===== src/rtl/lfsr_chk_pkg.sv =====
package lfsr_chk_pkg;
   typedef enum logic [1:0] {
      ST_IDLE = 2'd0,
      ST_SCAN = 2'd1,
      ST_EVAL = 2'd2
   } chk_state_e;
endpackage


===== src/rtl/lfsr_chk_ctrl.sv =====
module lfsr_chk_ctrl
   import lfsr_chk_pkg::*;
#(
   parameter int WORD_W     = 64,
   parameter int DEPTH      = 8,
   parameter int MATCH_GOAL = 3,
   parameter int LOOP_MAX   = 12,
   localparam int AW        = $clog2(DEPTH),
   localparam int IW        = $clog2(LOOP_MAX + 1),
   localparam int TW        = $clog2(MATCH_GOAL + DEPTH + 1)
) (
   input  logic              clk,
   input  logic              rst_n,
   input  logic              start,
   input  logic              ver_sel,
   input  logic [WORD_W-1:0] seed_a,
   input  logic [WORD_W-1:0] seed_b,
   output logic [AW-1:0]     rd_addr,
   input  logic [WORD_W-1:0] rd_data,
   output logic [WORD_W-1:0] exp_cur,
   input  logic [WORD_W-1:0] exp_nxt,
   output logic              busy,
   output logic              done,
   output logic              pass,
   output logic              fail
);
   chk_state_e        state_q;
   logic [WORD_W-1:0] exp_q;
   logic [IW-1:0]     iter_q;
   logic [AW-1:0]     idx_q;
   logic [TW-1:0]     total_q;
   logic              done_q, pass_q, fail_q;
   logic              hit, last_word, goal_met, last_iter;

   assign hit       = (rd_data == exp_q);
   assign last_word = (idx_q == AW'(DEPTH - 1));
   assign goal_met  = (total_q >= TW'(MATCH_GOAL));
   assign last_iter = (iter_q == IW'(LOOP_MAX - 1));

   always_ff @(posedge clk or negedge rst_n) begin
      if (!rst_n) begin
         state_q <= ST_IDLE;
         exp_q   <= '0;
         iter_q  <= '0;
         idx_q   <= '0;
         total_q <= '0;
         done_q  <= 1'b0;
         pass_q  <= 1'b0;
         fail_q  <= 1'b0;
      end else begin
         done_q <= 1'b0;
         pass_q <= 1'b0;
         fail_q <= 1'b0;
         case (state_q)
            ST_IDLE: begin
               if (start) begin
                  exp_q   <= ver_sel ? seed_b : seed_a;
                  iter_q  <= '0;
                  idx_q   <= AW'(1);
                  total_q <= '0;
                  state_q <= ST_SCAN;
               end
            end
            ST_SCAN: begin
               total_q <= total_q + TW'(hit);
               if (last_word)
                  state_q <= ST_EVAL;
               else
                  idx_q <= idx_q + 1'b1;
            end
            ST_EVAL: begin
               if (goal_met) begin
                  done_q  <= 1'b1;
                  pass_q  <= 1'b1;
                  state_q <= ST_IDLE;
               end else if (last_iter) begin
                  done_q  <= 1'b1;
                  fail_q  <= 1'b1;
                  state_q <= ST_IDLE;
               end else begin
                  exp_q   <= exp_nxt;
                  iter_q  <= iter_q + 1'b1;
                  idx_q   <= AW'(1);
                  state_q <= ST_SCAN;
               end
            end
            default: state_q <= ST_IDLE;
         endcase
      end
   end

   assign rd_addr = idx_q;
   assign exp_cur = exp_q;
   assign busy    = (state_q != ST_IDLE);
   assign done    = done_q;
   assign pass    = pass_q;
   assign fail    = fail_q;
endmodule


===== config.mk =====
export PLATFORM = sky130hd
export DESIGN_NAME = lfsr_chk_ctrl
export DESIGN_NICKNAME = d
export VERILOG_FILES = /design/src/rtl/lfsr_chk_pkg.sv /design/src/rtl/lfsr_chk_ctrl.sv
export SDC_FILE = /design/constraint.sdc
export NUM_CORES = 1
export LEC_CHECK = 0
export BUFFER_PORTS_ARGS = -buffer_cell sky130_fd_sc_hd__buf_4
export CORE_ASPECT_RATIO = 1.4
export CORE_MARGIN = 2
export CORE_UTILIZATION = 25
export DETAILED_ROUTE_END_ITERATION = 10
export RECOVER_POWER = 25
export SYNTH_ARGS = -nofsm -noshare
export SYNTH_HDL_FRONTEND = slang
export SYNTH_SLANG_ARGS = --single-unit

===== constraint.sdc =====
create_clock -name clk -period 1.85 [get_ports clk]
set_clock_uncertainty 0.15 [all_clocks]
set_input_delay 0.2775 -clock clk [delete_from_list [all_inputs] [get_ports clk]]
set_output_delay 0.2775 -clock clk [all_outputs]
set_load 0.02 [all_outputs]

==> results of run 1 <==
power groups by stage:
stage | clock, uW | combinational, uW | sequential [uW]
finish | 1910 | 1350 | 1880
global route | 2030 | 1450 | 1880
CTS | 1960 | 1370 | 1880
detailed placement | 0 | 1320 | 1910
global placement | 0 | 1310 | 1900
floorplan | 0 | 333 | 2010
final cells by class:
cell class | instances | share of cell area (%)
clock buffer | 11 | 2.59
clock inverter | 5 | 0.653
inverter | 4 | 0.154
multi-input combinational | 386 | 34.5
sequential | 80 | 20.7
tap | 260 | 3.33
timing repair buffer | 459 | 38.1
cells by family after synthesis:
group	after synthesis	synth area share, %
DFF	80	37.7
xor gates and xnor gates	64	10.5
adders and majority gates	5	1.18
AOI/OAI and AO/OA	80	8.80
muxes	133	28.7
buffers and inverters	34	4.05
and+or+nand+nor	104	9.06
worst min-delay path, delay by kind of cell:
family	cells	cell delay, ps
muxes	1	140
buffers and inverters	1	70
AOI/OAI and AO/OA	1	60
and+or+nand+nor	1	30
what timing repair did:
| action | in CTS | in global routing |
|---|---|---|
| gates cloned | 3 | 1 |
| buffers inserted | 11 | 5 |
| gates resized for setup | 67 | 14 |
| hold buffers | 1 | 0 |
| pin swaps | 22 | 13 |
| endpoints found under the hold margin | 80 | 0 |
| endpoints found under the setup margin | 68 | 74 |
metal layers:
metal / share of wire, % / track usage (%)
met1: 39 / 21.3
met2: 55 / 34.8
met3: 5.1 / 3.58
met4: 1.1 / 4.08
met5: 0 / 0
worst paths after layout:
| kind | from | to | slack, ps | cells after the start |
|---|---|---|---|---|
| worst max-delay path | exp_cur[56]$_DFFE_PN0P_ | total_q[3]$_DFFE_PN0P_ | -640 | 9 |
| worst min-delay path | exp_nxt[33] | exp_cur[33]$_DFFE_PN0P_ | 130 | 4 |
| worst max register to register | exp_cur[56]$_DFFE_PN0P_ | total_q[3]$_DFFE_PN0P_ | -640 | 9 |
| worst min register to register | rd_addr[0]$_DFFE_PN0P_ | rd_addr[0]$_DFFE_PN0P_ | 370 | 1 |
| max in group asynchronous | rst_n | exp_cur[57]$_DFFE_PN0P_ | 150 | 3 |
| min in group asynchronous | rst_n | exp_cur[37]$_DFFE_PN0P_ | 630 | 3 |
flip-flops by register name, indices dropped and copies added, names as in the netlist:
| name | cells |
|---|---|
| done | 1 |
| exp_cur | 64 |
| fail | 1 |
| iter_q | 4 |
| pass | 1 |
| rd_addr | 3 |
| state_q | 2 |
| total_q | 4 |
layout by cell type, fill, tap and decap left out, drive strengths merged, types with 4 or more instances in the layout:
master / count
mux2i: 67
nor4: 17
dfrtp: 80
o21ai: 64
a22o: 8
xor2: 64
nand4: 5
nand2: 64
clkbuf: 13
inv: 5
mux2: 66
buf: 456
nand3: 4
ha: 5
per-stage QoR:
stage | util (%) | hold WS [ps] | instances
3_5_place_dp | 42.5 | 201 | 1173
5_1_grt | 46.4 | 132 | 1205
6_report | 46.4 | 125 | 1205
2_1_floorplan | - | -168 | 500
4_1_cts | 46.4 | 112 | 1204
3_3_place_gp | 42.5 | 202 | 1173
==> summary.txt, run 1 <==
status -> finished, violations left
failing checks -> negative setup slack
number of synthesized flops with an enable pin -> 0
first-pass GRT wire length -> 31200 um
Core Footprint -> 0.0210 sq mm
Initial Util -> 25.3%
H-tree depth -> 3
Layout Cell Area excl Fill -> 0.00977 sq mm
cell count after synthesis -> 500
area of the multi-input gates -> 0.00337 sq mm
gr ovfl total -> 0
Max VDD drop -> 0.000313 V
Via Count -> 5313
Hold Vio Cnt, Final -> 0
Net Sw Frac -> 27.1%
critical path class -> flip-flop to flip-flop
CTS tree -> yes
total CTS buffers -> 9
placed cell areas -> 0.00895 sq mm
initial antenna violation count -> 0
Synth async-reset ratio -> 100%
area grow syn2layout -> 83.7%
area leader, netlist -> dfrtp_1
Ant. Diodes -> 0
Least-Margin Pin Slew -> 1080 ps
CP bufs+invs -> 1
most frequent cell after synthesis -> dfrtp_1
FP Rows -> 63
die height -> 177 um
synth top area cells -> dfrtp_1 38%, mux2i_1 13%, xor2_1 11%
CP Data Required Time -> 1920 ps
Synth Warn # -> 0
post-synthesis register bit count -> 80
Die Area -> 0.0225 sq mm
crit end category -> flip-flop
share of the synthesized area in the top cell type -> 37.7%
Final nets -> 1205
Overall Global Routing Usage -> 18.4%
I/O pins -> 331
storage element area -> 0.00202 sq mm
unique cell type count in the Yosys netlist -> 35
static leakage -> 0.00478 uW
Slowest-stage cell, CP -> dfrtp_1
CTS Root Cell -> clkbuf_16
pre-CTS setup slack -> -1160 ps
max-cap viol count -> 0
final period utilization -> 134%
fmax -> 0.402 GHz
hold crit path type -> input pin to flip-flop
CTS clk-pin slew, worst paths -> 70 ps
setup_tns -> -11370 ps
Combinational Power Share -> 26.3%
startpoint types -> flip-flop
Final HPWL DP -> 17000 um
Worst slew margin -> 28.2%
RSZ-0062 raised after global routing -> true
Worst path top cell family by delay -> simple AND/OR/NAND/NOR gates
Die Width -> 127 um
# fillers -> 2076
Skew-Pair Late Insertion Delay -> 340 ps
routability cong. -> 0.803
Reg power frac -> 36.5%
syn nets -> 765
Max Slew Vio Count -> 0
vias per cell -> 4.41
clock sink count -> 80
vias in the first global route -> 5606
Clk pwr share -> 37.2%
Cell Chain, Critical Path -> xor2_1 > nor4_2 > buf_4 > nand4_1 > nor4_4 > ha_2 > nand3_2 > a21o_1 > a22o_1
CP peak stage delay -> 400 ps
largest net degree at the start of global routing -> 81
Post-Syn Area -> 0.00532 sq mm
share of layout cells above drive strength 1 -> 61.0%
ys flop type -> dfrtp_1
endpoints failing setup -> 68
Seq/Total Area, Yosys -> 37.7%
Tot Pwr -> 5140 uW
remaining antenna violation count -> 0
Internal -> 3750 uW
Pwr Density -> 527 mW/mm^2
Clock Path Buffers -> 2
Final min period -> 2490 ps
TritonRoute pass-1 iters -> 4
CP max FO -> 2
Port Buffer Count -> 330
crit path DAT -> 2560 ps
DRC -> 0
Commonest cells post-synth -> 80 x dfrtp_1, 67 x mux2i_1, 64 x nand2_1, 64 x o21ai_0, 64 x xor2_1
drt total wl -> 21600 um
switching pwr -> 1390 uW
Routed wire per std cell -> 17.9 um
Worst Setup Slack, final -> -636 ps
Starting DRT DRC Count -> 107
Syn Area/Cell -> 10.6 sq um
(Power assumes the default switching activity.)
==> run 2: changes to the inputs <==
==> constraint.sdc (replaced) <==
create_clock -name clk -period 2.86 [get_ports clk]
set_clock_uncertainty 0.15 [all_clocks]
set_input_delay 0.429 -clock clk [delete_from_list [all_inputs] [get_ports clk]]
set_output_delay 0.429 -clock clk [all_outputs]
set_load 0.02 [all_outputs]
==> run 2 against run 1 <==
Against the previous run: the run now ends clean; global-route usage is 1.6 points lower; hold slack better by 130 ps; critical endpoint unchanged; fmax is 4.5% lower; highest routed layer unchanged; combinational power is 46% lower; via count is 6.8% lower; largest power group unchanged; first-iteration DRC count is 4.7% higher; core utilization is 6.2 points lower; count of clock-buffer cells in the layout is 1 lower; sequential share of layout area is 3.0 points higher.
==> summary.txt, run 2 (same netlist as run 1, synthesis figures left out) <==
status -> finished clean (was finished, violations left)
max-cap viol count -> 0 (unchanged)
setup_tns -> 0 ps (was -11370 ps)
CP max FO -> 3 (was 2)
critical path class -> flip-flop to flip-flop (unchanged)
Internal -> 2400 uW (was 3750 uW)
Final Non-Filler Cells -> 1099 (was 1205)
Worst slew margin -> 34.3% (was 28.2%)
CTS Root Cell -> clkbuf_16 (unchanged)
switching pwr -> 832 uW (was 1390 uW)
FP Rows -> 63 (unchanged)
Final HPWL DP -> 16000 um (was 17000 um)
Critical Path Start -> exp_cur[47]$_DFFE_PN0P_ (was exp_cur[56]$_DFFE_PN0P_)
static leakage -> 0.00407 uW (was 0.00478 uW)
Max Slew Vio Count -> 0 (unchanged)
wire length on met2 -> 10200 um (was 11800 um)
Starting DRT DRC Count -> 112 (was 107)
Initial Util -> 25.3% (unchanged)
Port Buffer Count -> 330 (unchanged)
routed length on met3 -> 1160 um (was 1110 um)
Overall Global Routing Usage -> 16.8% (was 18.4%)
remaining antenna violation count -> 0 (unchanged)
first-pass GRT wire length -> 28300 um (was 31200 um)
Routed wire per std cell -> 17.5 um (was 17.9 um)
Skew-Pair Late Insertion Delay -> 350 ps (was 340 ps)
top routing layer used -> met4 (unchanged)
startpoint types -> flip-flop (unchanged)
CTS tree -> yes (unchanged)
Die Width -> 127 um (unchanged)
endpoints failing setup -> 0 (was 68)
most common cell after layout, fill and taps aside -> buf_4 (unchanged)
Post-CTS Setup Bufs -> 0 (was 11)
gr ovfl total -> 0 (unchanged)
max FFs per register -> 64 (unchanged)
DP Cell Count -> 1082 (was 1173)
Least-Margin Pin Slew -> 985 ps (was 1080 ps)
hold crit path type -> input pin to flip-flop (unchanged)
Final nets -> 1099 (was 1205)
Net Sw Frac -> 25.7% (was 27.1%)
crit path DAT -> 2690 ps (was 2560 ps)
drt total wl -> 19200 um (was 21600 um)
Core Footprint -> 0.0210 sq mm (unchanged)
Reg power frac -> 38.1% (was 36.5%)
vias per cell -> 4.51 (was 4.41)
TritonRoute pass-1 iters -> 4 (unchanged)
die height -> 177 um (unchanged)
crit end category -> flip-flop (unchanged)
vias in the first global route -> 5020 (was 5606)
Fin Hold WS -> 252 ps (was 125 ps)
RR Startpoint -> exp_cur[47]$_DFFE_PN0P_ (was exp_cur[56]$_DFFE_PN0P_)
Max VDD drop -> 0.000250 V (was 0.000313 V)
met1 WL -> 7240 um (was 8430 um)
DRC -> 0 (unchanged)
clock sink count -> 80 (unchanged)
R2R Setup Slk -> 260 ps (was -640 ps)
Clk pwr share -> 39.4% (was 37.2%)
area grow syn2layout -> 59.2% (was 83.7%)
CTS clk-pin slew, worst paths -> 60 ps (was 70 ps)
total CTS buffers -> 9 (unchanged)
FF-to-FF End -> total_q[3]$_DFFE_PN0P_ (unchanged)
Die Area -> 0.0225 sq mm (unchanged)
Clock Path Buffers -> 2 (unchanged)
share of layout cells above drive strength 1 -> 51.0% (was 61.0%)
routability cong. -> 0.808 (was 0.803)
Combinational Power Share -> 22.5% (was 26.3%)
Hold Vio Cnt, Final -> 0 (unchanged)
I/O pins -> 331 (unchanged)
final period utilization -> 91.0% (was 134%)
reg2reg path depth -> 9 (unchanged)
initial antenna violation count -> 0 (unchanged)
Final min period -> 2600 ps (was 2490 ps)
Ant. Diodes -> 0 (unchanged)
Pwr Density -> 382 mW/mm^2 (was 527 mW/mm^2)
Via Count -> 4952 (was 5313)
largest net degree at the start of global routing -> 56 (was 81)
RSZ-0062 raised after global routing -> false (was true)
H-tree depth -> 3 (unchanged)
most frequent cells in the layout -> 341 x buf_4, 80 x dfrtp_1, 67 x mux2i_1 (was 428 x buf_4, 67 x mux2i_1, 65 x dfrtp_1)
end of the critical path -> total_q[3]$_DFFE_PN0P_ (unchanged)
CP Data Required Time -> 2950 ps (was 1920 ps)
fmax -> 0.384 GHz (was 0.402 GHz)
==> run 2: how the worst min path moves through the flow <==
stage | from | end | slack [ps] | cells past startpoint
2_1_floorplan | rst_n | done$_DFF_PN0_ | -20 | 0
3_3_place_gp | rst_n | exp_cur[38]$_DFFE_PN0P_ | 300 | 1
3_5_place_dp | rst_n | exp_cur[38]$_DFFE_PN0P_ | 290 | 1
4_1_cts | exp_nxt[45] | exp_cur[45]$_DFFE_PN0P_ | 240 | 4
5_1_grt | exp_nxt[45] | exp_cur[45]$_DFFE_PN0P_ | 260 | 4
6_report | exp_nxt[45] | exp_cur[45]$_DFFE_PN0P_ | 250 | 4
==> run 2: area by class of cell <==
type                       count  area [sq um]
inverter                       4          15.0
multi-input combinational    386          3110
clock inverter                 6          91.3
tap                          260           325
fill                        2124         12600
timing repair buffer         353          2680
clock buffer                  10           239
sequential                    80          2000
==> run 2: repair_timing <==
| action | CTS | global route |
|---|---|---|
| pin swaps | 0 | 0 |
| setup endpoints to repair | 3 | 2 |
| gates resized for setup | 1 | 2 |
| cloned | 0 | 0 |
| hold buffers | 1 | 0 |
| hold endpoints to repair | 37 | 0 |
==> run 2: critical path, cell delays in order, from the launching register on <==
cell and delay, ps:
dfrtp_1 420, xor2_1 180, nor4_2 420, buf_4 180, nand4_1 90, nor4_2 330, ha_1 240, nand3_1 110
a21o_1 200, a22o_1 170
==> run 2: routing by layer <==
| metal | track usage [%] | up-vias |
|---|---|---|
| li1 | - | 2448 |
| met1 | 18.8 | 2282 |
| met2 | 30.6 | 195 |
| met3 | 3.58 | 27 |
| met4 | 7.28 | 0 |
| met5 | 0 | - |
==> run 2: power by group through the flow <==
stage	combinational, uW	clock [uW]	sequential [uW]
floorplan	212	0	1300
global placement	737	0	1250
detailed placement	740	0	1250
global route	788	1370	1240
CTS	745	1330	1230
finish	726	1280	1230
==> run 2: through the flow <==
stage	cell area [sq um]	util [%]	setup WS (ps)	total power (uW)
after floorplan	5320	-	675	1510
after global placement	8150	38.7	51.1	1990
after detailed placement	8150	38.7	-150	1990
after CTS	8500	40.4	43.5	3310
after global routing	8460	40.2	11.7	3400
final	8460	40.2	258	3230
